==> src/rtl/xcvr_mgmt_pkg.sv <==
package xcvr_mgmt_pkg;

  localparam int unsigned MGMT_ADDR_W = 9;
  localparam int unsigned MGMT_DATA_W = 32;

  // Word addresses of the register file
  localparam int unsigned ADR_PLL_STAT = 'h021;
  localparam int unsigned ADR_CAL_PD   = 'h022;
  localparam int unsigned ADR_CH_MASK  = 'h041;
  localparam int unsigned ADR_RST_CTRL = 'h042;

  // Sequencer directions, also the start-bit positions in the control word
  localparam int unsigned DIR_TX  = 0;
  localparam int unsigned DIR_RX  = 1;
  localparam int unsigned NUM_DIR = 2;

  typedef struct packed {
    logic pll_stat;
    logic cal_pd;
    logic ch_mask;
    logic rst_ctrl;
  } reg_sel_t;

endpackage

==> src/rtl/xcvr_mgmt_dec.sv <==
module xcvr_mgmt_dec
  import xcvr_mgmt_pkg::*;
#(
  parameter int unsigned ADDR_W = MGMT_ADDR_W
) (
  input  logic [ADDR_W-1:0] addr,
  output reg_sel_t          sel
);

  always_comb begin
    sel          = '0;
    sel.pll_stat = (addr == ADDR_W'(ADR_PLL_STAT));
    sel.cal_pd   = (addr == ADDR_W'(ADR_CAL_PD));
    sel.ch_mask  = (addr == ADDR_W'(ADR_CH_MASK));
    sel.rst_ctrl = (addr == ADDR_W'(ADR_RST_CTRL));
  end

endmodule

==> src/rtl/xcvr_rst_seq.sv <==
module xcvr_rst_seq #(
  parameter int unsigned NUM_CH     = 4,
  parameter int unsigned RST_CYCLES = 16
) (
  input  logic              clk,
  input  logic              rst,
  input  logic              start,
  input  logic [NUM_CH-1:0] ch_mask,
  input  logic              locked_all,
  output logic [NUM_CH-1:0] rst_out,
  output logic              busy,
  output logic              ready
);

  localparam int unsigned CNT_W = (RST_CYCLES > 1) ? $clog2(RST_CYCLES) : 1;
  localparam logic [CNT_W-1:0] CNT_LOAD = CNT_W'(RST_CYCLES - 1);

  logic [CNT_W-1:0]  cnt_q;
  logic [NUM_CH-1:0] out_q;
  logic              busy_q;

  // The load of RST_CYCLES-1 plus the cycle of the load itself gives RST_CYCLES cycles high
  always_ff @(posedge clk) begin
    if (rst) begin
      cnt_q  <= '0;
      out_q  <= '0;
      busy_q <= 1'b0;
    end else if (start) begin
      cnt_q  <= CNT_LOAD;
      out_q  <= ch_mask;
      busy_q <= 1'b1;
    end else if (cnt_q != '0) begin
      cnt_q  <= cnt_q - 1'b1;
    end else begin
      out_q  <= '0;
      busy_q <= 1'b0;
    end
  end

  assign rst_out = out_q;
  assign busy    = busy_q;
  assign ready   = ~busy_q & locked_all;

endmodule

==> src/rtl/xcvr_mgmt_rdmux.sv <==
module xcvr_mgmt_rdmux
  import xcvr_mgmt_pkg::*;
#(
  parameter int unsigned DATA_W  = MGMT_DATA_W,
  parameter int unsigned NUM_CH  = 4,
  parameter int unsigned NUM_PLL = 1
) (
  input  logic               clk,
  input  logic               rst,
  input  logic               rd,
  input  reg_sel_t           sel,
  input  logic [NUM_PLL-1:0] pll_locked,
  input  logic [NUM_CH-1:0]  cal_pd,
  input  logic [NUM_CH-1:0]  ch_mask,
  input  logic [NUM_DIR-1:0] ready,
  output logic [DATA_W-1:0]  rdata
);

  logic [DATA_W-1:0] rd_val;

  always_comb begin
    rd_val = '0;
    unique case (1'b1)
      sel.pll_stat: rd_val = DATA_W'(pll_locked);
      sel.cal_pd:   rd_val = DATA_W'(cal_pd);
      sel.ch_mask:  rd_val = DATA_W'(ch_mask);
      sel.rst_ctrl: rd_val = DATA_W'(ready);
      default:      rd_val = '0;
    endcase
  end

  always_ff @(posedge clk) begin
    if (rst)     rdata <= '0;
    else if (rd) rdata <= rd_val;
    else         rdata <= '0;
  end

endmodule

==> src/rtl/xcvr_mgmt_regs.sv <==
module xcvr_mgmt_regs
  import xcvr_mgmt_pkg::*;
#(
  parameter int unsigned ADDR_W     = MGMT_ADDR_W,
  parameter int unsigned DATA_W     = MGMT_DATA_W,
  parameter int unsigned NUM_CH     = 4,
  parameter int unsigned NUM_PLL    = 1,
  parameter int unsigned RST_CYCLES = 16
) (
  input  logic               clk,
  input  logic               rst,
  input  logic [ADDR_W-1:0]  mgmt_addr,
  input  logic [DATA_W-1:0]  mgmt_wdata,
  input  logic               mgmt_write,
  input  logic               mgmt_read,
  output logic [DATA_W-1:0]  mgmt_rdata,
  input  logic [NUM_PLL-1:0] pll_locked,
  output logic [NUM_CH-1:0]  cal_pd,
  output logic [NUM_CH-1:0]  tx_digital_rst,
  output logic [NUM_CH-1:0]  rx_digital_rst
);

  reg_sel_t          sel;
  logic [NUM_CH-1:0] cal_q;
  logic [NUM_CH-1:0] mask_q;
  logic              locked_all;
  logic              ctrl_wr;

  logic [NUM_CH-1:0]  rst_vec   [NUM_DIR];
  logic [NUM_DIR-1:0] busy_vec;
  logic [NUM_DIR-1:0] ready_vec;

  xcvr_mgmt_dec #(.ADDR_W(ADDR_W)) u_dec (
    .addr (mgmt_addr),
    .sel  (sel)
  );

  // Writable registers; the PLL status word has no storage
  always_ff @(posedge clk) begin
    if (rst) begin
      cal_q  <= '0;
      mask_q <= '1;
    end else if (mgmt_write) begin
      if (sel.cal_pd)  cal_q  <= mgmt_wdata[NUM_CH-1:0];
      if (sel.ch_mask) mask_q <= mgmt_wdata[NUM_CH-1:0];
    end
  end

  assign locked_all = &pll_locked;
  assign ctrl_wr    = mgmt_write & sel.rst_ctrl;

  // One sequencer per direction, started by its own bit of the control word
  for (genvar d = 0; d < NUM_DIR; d++) begin : g_dir
    xcvr_rst_seq #(
      .NUM_CH     (NUM_CH),
      .RST_CYCLES (RST_CYCLES)
    ) u_seq (
      .clk        (clk),
      .rst        (rst),
      .start      (ctrl_wr & mgmt_wdata[d]),
      .ch_mask    (mask_q),
      .locked_all (locked_all),
      .rst_out    (rst_vec[d]),
      .busy       (busy_vec[d]),
      .ready      (ready_vec[d])
    );
  end

  xcvr_mgmt_rdmux #(
    .DATA_W  (DATA_W),
    .NUM_CH  (NUM_CH),
    .NUM_PLL (NUM_PLL)
  ) u_rdmux (
    .clk        (clk),
    .rst        (rst),
    .rd         (mgmt_read),
    .sel        (sel),
    .pll_locked (pll_locked),
    .cal_pd     (cal_q),
    .ch_mask    (mask_q),
    .ready      (ready_vec),
    .rdata      (mgmt_rdata)
  );

  assign cal_pd         = cal_q;
  assign tx_digital_rst = rst_vec[DIR_TX];
  assign rx_digital_rst = rst_vec[DIR_RX];

endmodule

==> config.mk <==
export PLATFORM = sky130hd
export DESIGN_NAME = xcvr_mgmt_regs
export DESIGN_NICKNAME = d
export VERILOG_FILES = /design/src/rtl/xcvr_mgmt_pkg.sv /design/src/rtl/xcvr_mgmt_dec.sv /design/src/rtl/xcvr_rst_seq.sv /design/src/rtl/xcvr_mgmt_rdmux.sv /design/src/rtl/xcvr_mgmt_regs.sv
export SDC_FILE = /design/constraint.sdc
export NUM_CORES = 1
export LEC_CHECK = 0
export ABC_AREA = 1
export BUFFER_PORTS_ARGS = -buffer_cell sky130_fd_sc_hd__buf_4
export CORE_MARGIN = 2
export CORE_UTILIZATION = 47
export DETAILED_ROUTE_END_ITERATION = 8
export PLACE_DENSITY_LB_ADDON = 0.05
export REMOVE_ABC_BUFFERS = 1
export SLEW_MARGIN = 20
export SYNTH_ARGS = -nofsm -noshare
export SYNTH_HDL_FRONTEND = slang
export SYNTH_HIERARCHICAL = 1
export SYNTH_SLANG_ARGS = --single-unit
==> constraint.sdc <==
create_clock -name clk -period 3.5 [get_ports clk]
set_input_delay 0.7 -clock clk [delete_from_list [all_inputs] [get_ports clk]]
set_output_delay 0.7 -clock clk [all_outputs]
set_load 0.02 [all_outputs]
==> results of run 1 <==
==> flip-flops by register name, summed over array words and instances (netlist names) <==
register             flops
u_rdmux/rdata            4
g_dir.u_seq/cnt_q        8
g_dir.u_seq/busy         2
cal_pd                   4
g_dir.u_seq/rst_out      8
mask_q                   4
==> synth_stat cells (all sizes together) <==
library cell,number
nand3,27
nand4,4
dfxtp,30
ha,2
nand2,54
a21oi,12
xnor2,2
nor2,38
and3,2
buf,28
conb,1
inv,30
==> per-layer routing <==
layer / global-route usage (%) / vias to the layer above
li1: - / 734
met1: 19.8 / 613
met2: 26.1 / 33
met3: 4.50 / 3
met4: 6.67 / 0
met5: 0 / -
==> how the worst min path moves through the flow <==
stage,startpoint,to,slack [ps],cells after the start
finish,g_dir[1].u_seq/rst_out[1],g_dir[1].u_seq/rst_out[1],490,2
floorplan,g_dir[0].u_seq/busy,g_dir[0].u_seq/busy,460,2
global placement,g_dir[0].u_seq/rst_out[1],g_dir[0].u_seq/rst_out[1],470,2
CTS,g_dir[1].u_seq/rst_out[1],g_dir[1].u_seq/rst_out[1],490,2
detailed placement,g_dir[1].u_seq/rst_out[1],g_dir[1].u_seq/rst_out[1],480,2
global route,g_dir[0].u_seq/rst_out[1],g_dir[0].u_seq/rst_out[1],510,2
==> power breakdown <==
group	leakage, nW	internal, mW	total, mW	switching (mW)
Clock	0.0353	0.0973	0.213	0.116
Combinational	0.689	0.153	0.391	0.239
Sequential	0.244	0.384	0.418	0.0344
==> logic make-up after synthesis <==
logic type | after synthesis
DFF | 30
and+or+nand+nor | 125
buffers and inverters | 58
xor gates and xnor gates | 2
other | 1
adders and majority gates | 2
AOI/OAI and AO/OA | 12
==> worst max-delay path, delay by kind of cell <==
| family | cells | cell delay (ps) |
|---|---|---|
| AND/OR/NAND/NOR | 7 | 960 |
| buffers and inverters | 4 | 310 |
==> cell type report <==
class	count	area (um2)	share of cell area, %
multi-input combinational	169	791	42.3
clock inverter	1	5.00	0.268
timing repair buffer	33	248	13.3
tap	46	57.6	3.08
inverter	30	113	6.02
sequential	30	601	32.1
clock buffer	7	55.1	2.95
==> per-stage QoR <==
step / power (mW) / std cells / hold WS [ps] / setup WS [ps]
final: 1.02 / 316 / 486 / 1820
after global routing: 1.12 / 316 / 508 / 1560
after global placement: 0.816 / 308 / 473 / 1480
after detailed placement: 0.819 / 308 / 475 / 1460
after CTS: 1.04 / 316 / 489 / 1810
after floorplan: 0.751 / 229 / 456 / 1770
==> impl_metrics.env, run 1 <==
export IMPL_yosys_top_cells_area="dfxtp_1 37%, buf_4 13%, nand2_1 11%, nor2_1 7.9%, nand3_1 7.8%"
export IMPL_min_period_ps=1680
export IMPL_drtAntennaViolNets=0
export IMPL_layout_commonest_cell="nand2_1"
export IMPL_die_height_um=62.6
export IMPL_r2r_end="g_dir[1].u_seq/cnt_q[0]"
export IMPL_syn_avg_cell_area_um2=7.01
export IMPL_die_w_um=62.6
export IMPL_timing_worst_setup_path_type="in -> reg"
export IMPL_relSlewSlack_pct=66.0
export IMPL_diodes=0
export IMPL_grt_pass1_vias=1186
export IMPL_cts_htree_levels=2
export IMPL_top_layer="met4"
export IMPL_fillCellCount=355
export IMPL_synthAdderAreaFrac_pct=1.55
export IMPL_utilization_pct=56.5
export IMPL_hold_buffers=0
export IMPL_start_util_pct=48.7
export IMPL_cts_clk_slew_worst_paths_ps=90
export IMPL_dpl_instance_area_mm2=0.00181
export IMPL_rsz0062_at_grt="false"
export IMPL_timing_final_crit_share_pct=48.1
export IMPL_synth_compound_area_share_pct=4.65
export IMPL_ys_warn_count=6
export IMPL_cts_root_buf="clkbuf_4"
export IMPL_wl_met1_mm=1.30
export IMPL_place_congestion=0.768
export IMPL_arrival_ps=1960
export IMPL_drt_iter0_markers=65
export IMPL_fin_area_mm2=0.00187
export IMPL_critPathRequiredTime_ps=3770
export IMPL_critPathCapture="g_dir[1].u_seq/cnt_q[3]"
export IMPL_ys_seq_area_share_pct=37.2
export IMPL_dpl_hpwl_mm=2.24
export IMPL_coreArea_mm2=0.00331
export IMPL_crit_chain="buf_4 > nor2_1 > nand3_1 > nor2_1 > and3_2 > inv_2 > nand3_2 > nand2_2 > inv_2 > nand2_1 > inv_1"
export IMPL_met2_length_mm=1.36
export IMPL_clock_sinks=30
export IMPL_portBuffers=33
export IMPL_placementRows=21
export IMPL_synth_seq_cells=30
export IMPL_die_area_mm2=0.00392
export IMPL_power_density_mw_per_mm2=547
export IMPL_wl_met3_um=159
export IMPL_clk_latency_ps=320
export IMPL_skew_ps=5.26
export IMPL_r2r_start="g_dir[1].u_seq/cnt_q[0]"
export IMPL_grt_antenna_before_repair=0
export IMPL_drt_first_pass_iters=4
export IMPL_layout_common_cells="49 x nand2_1, 34 x nor2_1, 33 x buf_4, 30 x dfxtp_1, 28 x conb_1"
export IMPL_synth_xor_area_share_pct=1.09
export IMPL_grt_usage_pct=16.0
export IMPL_synth_top_cell_area_share_pct=37.2
export IMPL_crit_path_top_delay_cell="and3_2"
export IMPL_p_leak_nw=0.968
export IMPL_slew_viol_final=0
export IMPL_drive_above_1_share_pct=23.0
export IMPL_hp_class="reg -> reg"
export IMPL_routedWlPerCell_um=9.02
export IMPL_ir_drop_uv=216
export IMPL_yosysUniqueCellTypes=19
export IMPL_worstSetupStartpointType="input port"
export IMPL_cts_tree="yes"
export IMPL_setup_tns_ps=0
export IMPL_post_cts_buffers=0
export IMPL_num_nets_final=317
export IMPL_io_pins=90
export IMPL_cp_end_kind="flip-flop"
export IMPL_yosys_area_share_simple_pct=35.2
export IMPL_grt_pass1_wl_mm=5.01
export IMPL_tightest_slew_ps=508
export IMPL_synth_top_family_by_area="simple AND/OR/NAND/NOR gates"
export IMPL_cp_slowest_stage_delay_ps=290
export IMPL_synth_area_mm2=0.00161
export IMPL_hold_violations=0
export IMPL_rrSetupSlack_ps=2360
export IMPL_cts_buffers=5
export IMPL_synth_largest_area_cell="dfxtp_1"
export IMPL_synth_mux_area_share_pct=0
export IMPL_overflow=0
export IMPL_syn_to_final_growth_pct=15.9
export IMPL_viasPerCell=4.38
export IMPL_grt_max_degree=13
export IMPL_ctsResizeCount=0
export IMPL_clock_path_buffers=2
export IMPL_maxCapViolations=0
export IMPL_vias=1383
export IMPL_synthCells=230
export IMPL_r2r_cells=6
export IMPL_setup_worst_path_start="mgmt_addr[4]"
export IMPL_drc=0
export IMPL_fmax_ghz=0.595
export IMPL_setup_viol=0
export IMPL_status="finished, final reports clean"
export IMPL_routed_wl_mm=2.85
export IMPL_critPathMaxFanout=10
(Power assumes the default switching activity.)
==> inputs of run 2 (changes only) <==
--- a/config.mk
+++ b/config.mk
@@ -8,7 +8,7 @@
 export ABC_AREA = 1
 export BUFFER_PORTS_ARGS = -buffer_cell sky130_fd_sc_hd__buf_4
 export CORE_MARGIN = 2
-export CORE_UTILIZATION = 47
+export CORE_UTILIZATION = 44
 export DETAILED_ROUTE_END_ITERATION = 8
 export PLACE_DENSITY_LB_ADDON = 0.05
 export REMOVE_ABC_BUFFERS = 1
==> constraint.sdc (replaced) <==
create_clock -name clk -period 1.7 [get_ports clk]
set_input_delay 0.34 -clock clk [delete_from_list [all_inputs] [get_ports clk]]
set_output_delay 0.34 -clock clk [all_outputs]
set_load 0.02 [all_outputs]
==> impl_metrics.env, run 2 (synthesis gave the netlist of run 1 again) <==
export IMPL_timing_worst_setup_path_type="in -> reg"
export IMPL_rsz0062_at_grt="false"
export IMPL_crit_chain="buf_4 > nor2_1 > nand3_1 > nor2_1 > and3_2 > inv_2 > nand3_2 > nand2_2 > inv_2 > nand2_1 > inv_1"
export IMPL_cts_clk_slew_worst_paths_ps=100
export IMPL_rrSetupSlack_ps=530
export IMPL_hold_buffers=0
export IMPL_p_switching_mw=0.813
export IMPL_drt_iter0_markers=91
export IMPL_crit_path_top_delay_cell="nor2_1"
export IMPL_critPathMaxFanout=10
export IMPL_viasPerCell=4.41
export IMPL_slew_viol_final=0
export IMPL_clock_power_share_pct=20.9
export IMPL_syn_to_final_growth_pct=18.2
export IMPL_setup_viol=0
export IMPL_multi_input_area_um2=791
export IMPL_drc=0
export IMPL_arrival_ps=1590
export IMPL_vias=1416
export IMPL_p_leak_nw=0.995
export IMPL_maxCapViolations=0
export IMPL_coreArea_mm2=0.00342
export IMPL_overflow=0
export IMPL_r2r_start="g_dir[0].u_seq/cnt_q[0]"
export IMPL_cts_htree_levels=2
export IMPL_skew_ps=9.41
export IMPL_setup_worst_path_start="mgmt_addr[4]"
export IMPL_hp_class="in -> reg"
export IMPL_drt_first_pass_iters=4
export IMPL_grt_pass1_vias=1262
export IMPL_combPwrFrac_pct=38.5
export IMPL_hold_violations=0
export IMPL_critPathRequiredTime_ps=1970
export IMPL_clock_path_buffers=2
export IMPL_utilization_pct=55.8
export IMPL_num_nets_final=322
export IMPL_ctsResizeCount=0
export IMPL_timing_final_crit_share_pct=77.5
export IMPL_dp_slack_ps=65.6
export IMPL_cp_slowest_stage_delay_ps=260
export IMPL_switching_share_pct=38.3
export IMPL_grt_usage_pct=16.2
export IMPL_ir_drop_uv=413
export IMPL_io_pins=90
export IMPL_cp_depth=11
export IMPL_setup_tns_ps=0
export IMPL_r2r_end="g_dir[0].u_seq/cnt_q[0]"
export IMPL_die_w_um=64.5
export IMPL_layout_common_cells="49 x nand2_1, 38 x buf_4, 34 x nor2_1, 30 x dfxtp_1, 28 x conb_1"
export IMPL_cts_root_buf="clkbuf_4"
export IMPL_die_area_mm2=0.00417
export IMPL_status="finished, final reports clean"
export IMPL_pwr_share_seq_pct=40.7
export IMPL_min_period_ps=1320
export IMPL_fmax_ghz=0.759
export IMPL_clk_latency_ps=320
export IMPL_drtAntennaViolNets=0
export IMPL_r2r_cells=6
export IMPL_worstSetupStartpointType="input port"
export IMPL_place_congestion=0.745
export IMPL_regArea_um2=601
export IMPL_grt_max_degree=13
export IMPL_internal_power_mw=1.31
export IMPL_grt_antenna_before_repair=0
export IMPL_routedWlPerCell_um=9.69
export IMPL_power_density_mw_per_mm2=1110
export IMPL_grt_pass1_wl_mm=5.34
export IMPL_critPathCapture="g_dir[1].u_seq/cnt_q[3]"
export IMPL_setup_slack_ps=383
export IMPL_diodes=0
export IMPL_fillCellCount=371
export IMPL_layout_commonest_cell="nand2_1"
export IMPL_cts_tree="yes"
export IMPL_placementRows=21
export IMPL_drive_above_1_share_pct=24.4
export IMPL_die_height_um=64.5
export IMPL_routed_wl_mm=3.11
export IMPL_timing_critical_path_buf_inv=4
export IMPL_portBuffers=33
export IMPL_post_cts_buffers=0
export IMPL_clock_sinks=30
export IMPL_critPathTopFamily="simple AND/OR/NAND/NOR gates"
export IMPL_dpl_hpwl_mm=2.34
export IMPL_start_util_pct=47.2
export IMPL_cp_end_kind="flip-flop"
export IMPL_cts_buffers=5
run 2: cell count changes in the layout (fill, tap and decap cells not counted):
cell,previous run,this run
buf_4,33,38
run 2: area by class of cell:
type / instances / area share, %
multi-input cells: 169 / 41.5
flip-flops and latches: 30 / 31.5
repair buffers: 38 / 15.0
inverters: 30 / 5.91
well taps: 46 / 3.02
clock buffers: 7 / 2.89
clock inverters: 1 / 0.262
run 2: per-stage QoR:
step	std cells	instance area [um2]	total power [mW]	hold slack, ps
2_1_floorplan	229	1500	1.55	409
3_3_place_gp	313	1850	1.69	472
3_5_place_dp	313	1850	1.69	476
4_1_cts	321	1910	2.14	248
5_1_grt	321	1910	2.31	244
6_report	321	1910	2.12	251
run 2: power groups by stage:
stage                     Combinational [mW]  Clock [mW]  Sequential (mW)
final                                  0.816       0.442            0.863
after global routing                   0.946       0.493            0.874
after CTS                              0.817       0.457            0.864
after detailed placement               0.813           0            0.881
after global placement                 0.809           0            0.877
after floorplan                        0.678           0            0.868
run 2: worst reg2reg max path: cells and delay by family (launching register included):
family	cells	cell delay, ps
AND/OR/NAND/NOR	4	360
flip-flops	1	310
adder cells (fa/ha/maj)	1	310
buffers and inverters	1	130
run 2: worst min path at each step:
stage | start | end | cells past startpoint
after floorplan | rst | g_dir[0].u_seq/rst_out[0] | 1
after global placement | g_dir[1].u_seq/rst_out[1] | g_dir[1].u_seq/rst_out[1] | 2
after detailed placement | g_dir[1].u_seq/rst_out[0] | g_dir[1].u_seq/rst_out[0] | 2
after CTS | mgmt_wdata[2] | cal_pd[2] | 3
after global routing | mgmt_wdata[2] | cal_pd[2] | 3
final | mgmt_wdata[2] | cal_pd[2] | 3
run 2: per-layer routing:
layer	track usage (%)	wire (um)	up-vias
met1	20.2	1490	616
met4	6.91	36	0
met2	26.0	1350	53
met5	0	0	-
met3	4.69	231	4
li1	-	-	743
==> inputs of run 3 (changes only) <==
--- a/config.mk
+++ b/config.mk
@@ -8,7 +8,7 @@
 export ABC_AREA = 1
 export BUFFER_PORTS_ARGS = -buffer_cell sky130_fd_sc_hd__buf_4
 export CORE_MARGIN = 2
-export CORE_UTILIZATION = 44
+export CORE_UTILIZATION = 40
 export DETAILED_ROUTE_END_ITERATION = 8
 export PLACE_DENSITY_LB_ADDON = 0.05
 export REMOVE_ABC_BUFFERS = 1
==> constraint.sdc (replaced) <==
create_clock -name clk -period 1.2 [get_ports clk]
set_input_delay 0.24 -clock clk [delete_from_list [all_inputs] [get_ports clk]]
set_output_delay 0.24 -clock clk [all_outputs]
set_load 0.02 [all_outputs]
==> impl_metrics.env, run 3 (synthesis gave the netlist of run 1 again) <==
export IMPL_grt_usage_pct=15.0
export IMPL_placementRows=23
export IMPL_critPathMaxFanout=5
export IMPL_setup_tns_ps=0
export IMPL_diodes=0
export IMPL_r2r_end="g_dir[1].u_seq/cnt_q[0]"
export IMPL_coreArea_mm2=0.00394
export IMPL_overflow=0
export IMPL_timing_final_crit_share_pct=90.5
export IMPL_setup_viol=0
export IMPL_critPathRequiredTime_ps=1410
export IMPL_fmax_ghz=0.921
export IMPL_hold_buffers=0
export IMPL_timing_worst_setup_path_type="in -> reg"
export IMPL_grt_max_degree=13
export IMPL_cp_depth=8
export IMPL_clock_path_buffers=2
export IMPL_drt_first_pass_iters=4
export IMPL_arrival_ps=1290
export IMPL_cp_slowest_stage_delay_ps=220
export IMPL_p_leak_nw=1.05
export IMPL_worstSetupStartpointType="input port"
export IMPL_place_congestion=0.730
export IMPL_grt_pass1_wl_mm=5.07
export IMPL_grt_pass1_vias=1231
export IMPL_skew_ps=2.69
export IMPL_power_density_mw_per_mm2=1600
export IMPL_drive_above_1_share_pct=28.8
export IMPL_hp_class="in -> reg"
export IMPL_routedWlPerCell_um=9.01
export IMPL_routed_wl_mm=3.02
export IMPL_cts_tree="yes"
export IMPL_portBuffers=33
export IMPL_num_nets_final=332
export IMPL_timing_critical_path_buf_inv=2
export IMPL_critPathCapture="g_dir[0].u_seq/rst_out[3]"
export IMPL_setup_worst_path_start="mgmt_addr[4]"
export IMPL_layout_commonest_cell="nand2_1"
export IMPL_utilization_pct=51.8
export IMPL_layout_common_cells="49 x nand2_1, 48 x buf_4, 31 x nor2_1, 30 x dfxtp_1, 28 x conb_1"
export IMPL_status="finished, final reports clean"
export IMPL_slew_viol_final=0
export IMPL_min_period_ps=1090
export IMPL_critPathTopFamily="simple AND/OR/NAND/NOR gates"
export IMPL_syn_to_final_growth_pct=26.7
export IMPL_drtAntennaViolNets=0
export IMPL_cts_htree_levels=2
export IMPL_clock_sinks=30
export IMPL_rrSetupSlack_ps=170
export IMPL_die_height_um=67.5
export IMPL_vias=1418
export IMPL_die_area_mm2=0.00456
export IMPL_cts_buffers=5
export IMPL_grt_antenna_before_repair=0
export IMPL_start_util_pct=40.9
export IMPL_ir_drop_uv=588
export IMPL_hold_violations=0
export IMPL_drt_iter0_markers=73
export IMPL_cts_root_buf="clkbuf_8"
export IMPL_viasPerCell=4.23
export IMPL_r2r_cells=6
export IMPL_r2r_start="g_dir[1].u_seq/cnt_q[1]"
export IMPL_rsz0062_at_grt="false"
export IMPL_drc=0
export IMPL_dpl_hpwl_mm=2.40
export IMPL_cts_clk_slew_worst_paths_ps=60
export IMPL_clk_latency_ps=280
export IMPL_die_w_um=67.5
export IMPL_crit_chain="buf_4 > nor2_2 > nand3_1 > nor2_2 > and3_4 > buf_4 > nand2_1 > a21oi_1"
export IMPL_cp_end_kind="flip-flop"
export IMPL_io_pins=90
export IMPL_maxCapViolations=0
export IMPL_crit_path_top_delay_cell="and3_4"
run 3: cell types whose count changed in the layout (fill, tap and decap cells not counted), sizes merged:
cell | before | now
buf | 38 | 48
run 3: per-stage QoR:
stage	total power [mW]	cell area, um2	hold WS, ps	cells	setup slack, ps
global placement	2.46	1920	478	326	-243
global route	3.54	2040	206	335	14.1
detailed placement	2.45	1920	479	326	-257
floorplan	2.19	1500	309	229	-66.6
CTS	3.29	2010	186	334	36.0
finish	3.27	2040	195	335	114
run 3: worst min path at each step:
stage / start / to / cells after the start
2_1_floorplan: rst / g_dir[0].u_seq/rst_out[0] / 1
3_3_place_gp: g_dir[0].u_seq/rst_out[1] / g_dir[0].u_seq/rst_out[1] / 2
3_5_place_dp: g_dir[1].u_seq/rst_out[1] / g_dir[1].u_seq/rst_out[1] / 2
4_1_cts: mgmt_wdata[3] / cal_pd[3] / 3
5_1_grt: mgmt_wdata[1] / cal_pd[1] / 3
6_report: mgmt_wdata[3] / cal_pd[3] / 3
run 3: power by group:
part | switching (mW) | leakage, nW | internal, mW
logic | 0.719 | 0.761 | 0.508
registers | 0.0948 | 0.244 | 1.12
clock network | 0.361 | 0.0482 | 0.461
total | 1.18 | 1.05 | 2.09
run 3: repair_timing:
action,in CTS,in global routing
resized for setup,0,9
setup endpoints to repair,0,14
buffers inserted,0,1
run 3: cell type report:
| class | instances | area (um2) |
|---|---|---|
| Tap cell | 50 | 62.6 |
| Sequential cell | 30 | 601 |
| Timing Repair Buffer | 48 | 360 |
| Clock inverter | 1 | 5.00 |
| Inverter | 30 | 118 |
| Fill cell | 415 | 1900 |
| Clock buffer | 7 | 86.3 |
| Multi-Input combinational cell | 169 | 811 |
run 3: worst min-delay path, delay by kind of cell:
| kind | cells | cell delay, ps |
|---|---|---|
| buf+inv | 1 | 80 |
| simple gates | 2 | 110 |
run 3: per-layer routing:
metal | share of wire (%) | wire length, um | vias to the layer above | GRT usage, %
met5 | 0 | 0 | - | 0
met4 | 1.8 | 55 | 0 | 6.89
met3 | 4.7 | 142 | 7 | 5.00
met2 | 46 | 1400 | 32 | 24.0
met1 | 47 | 1420 | 608 | 18.0
li1 | - | - | 771 | -
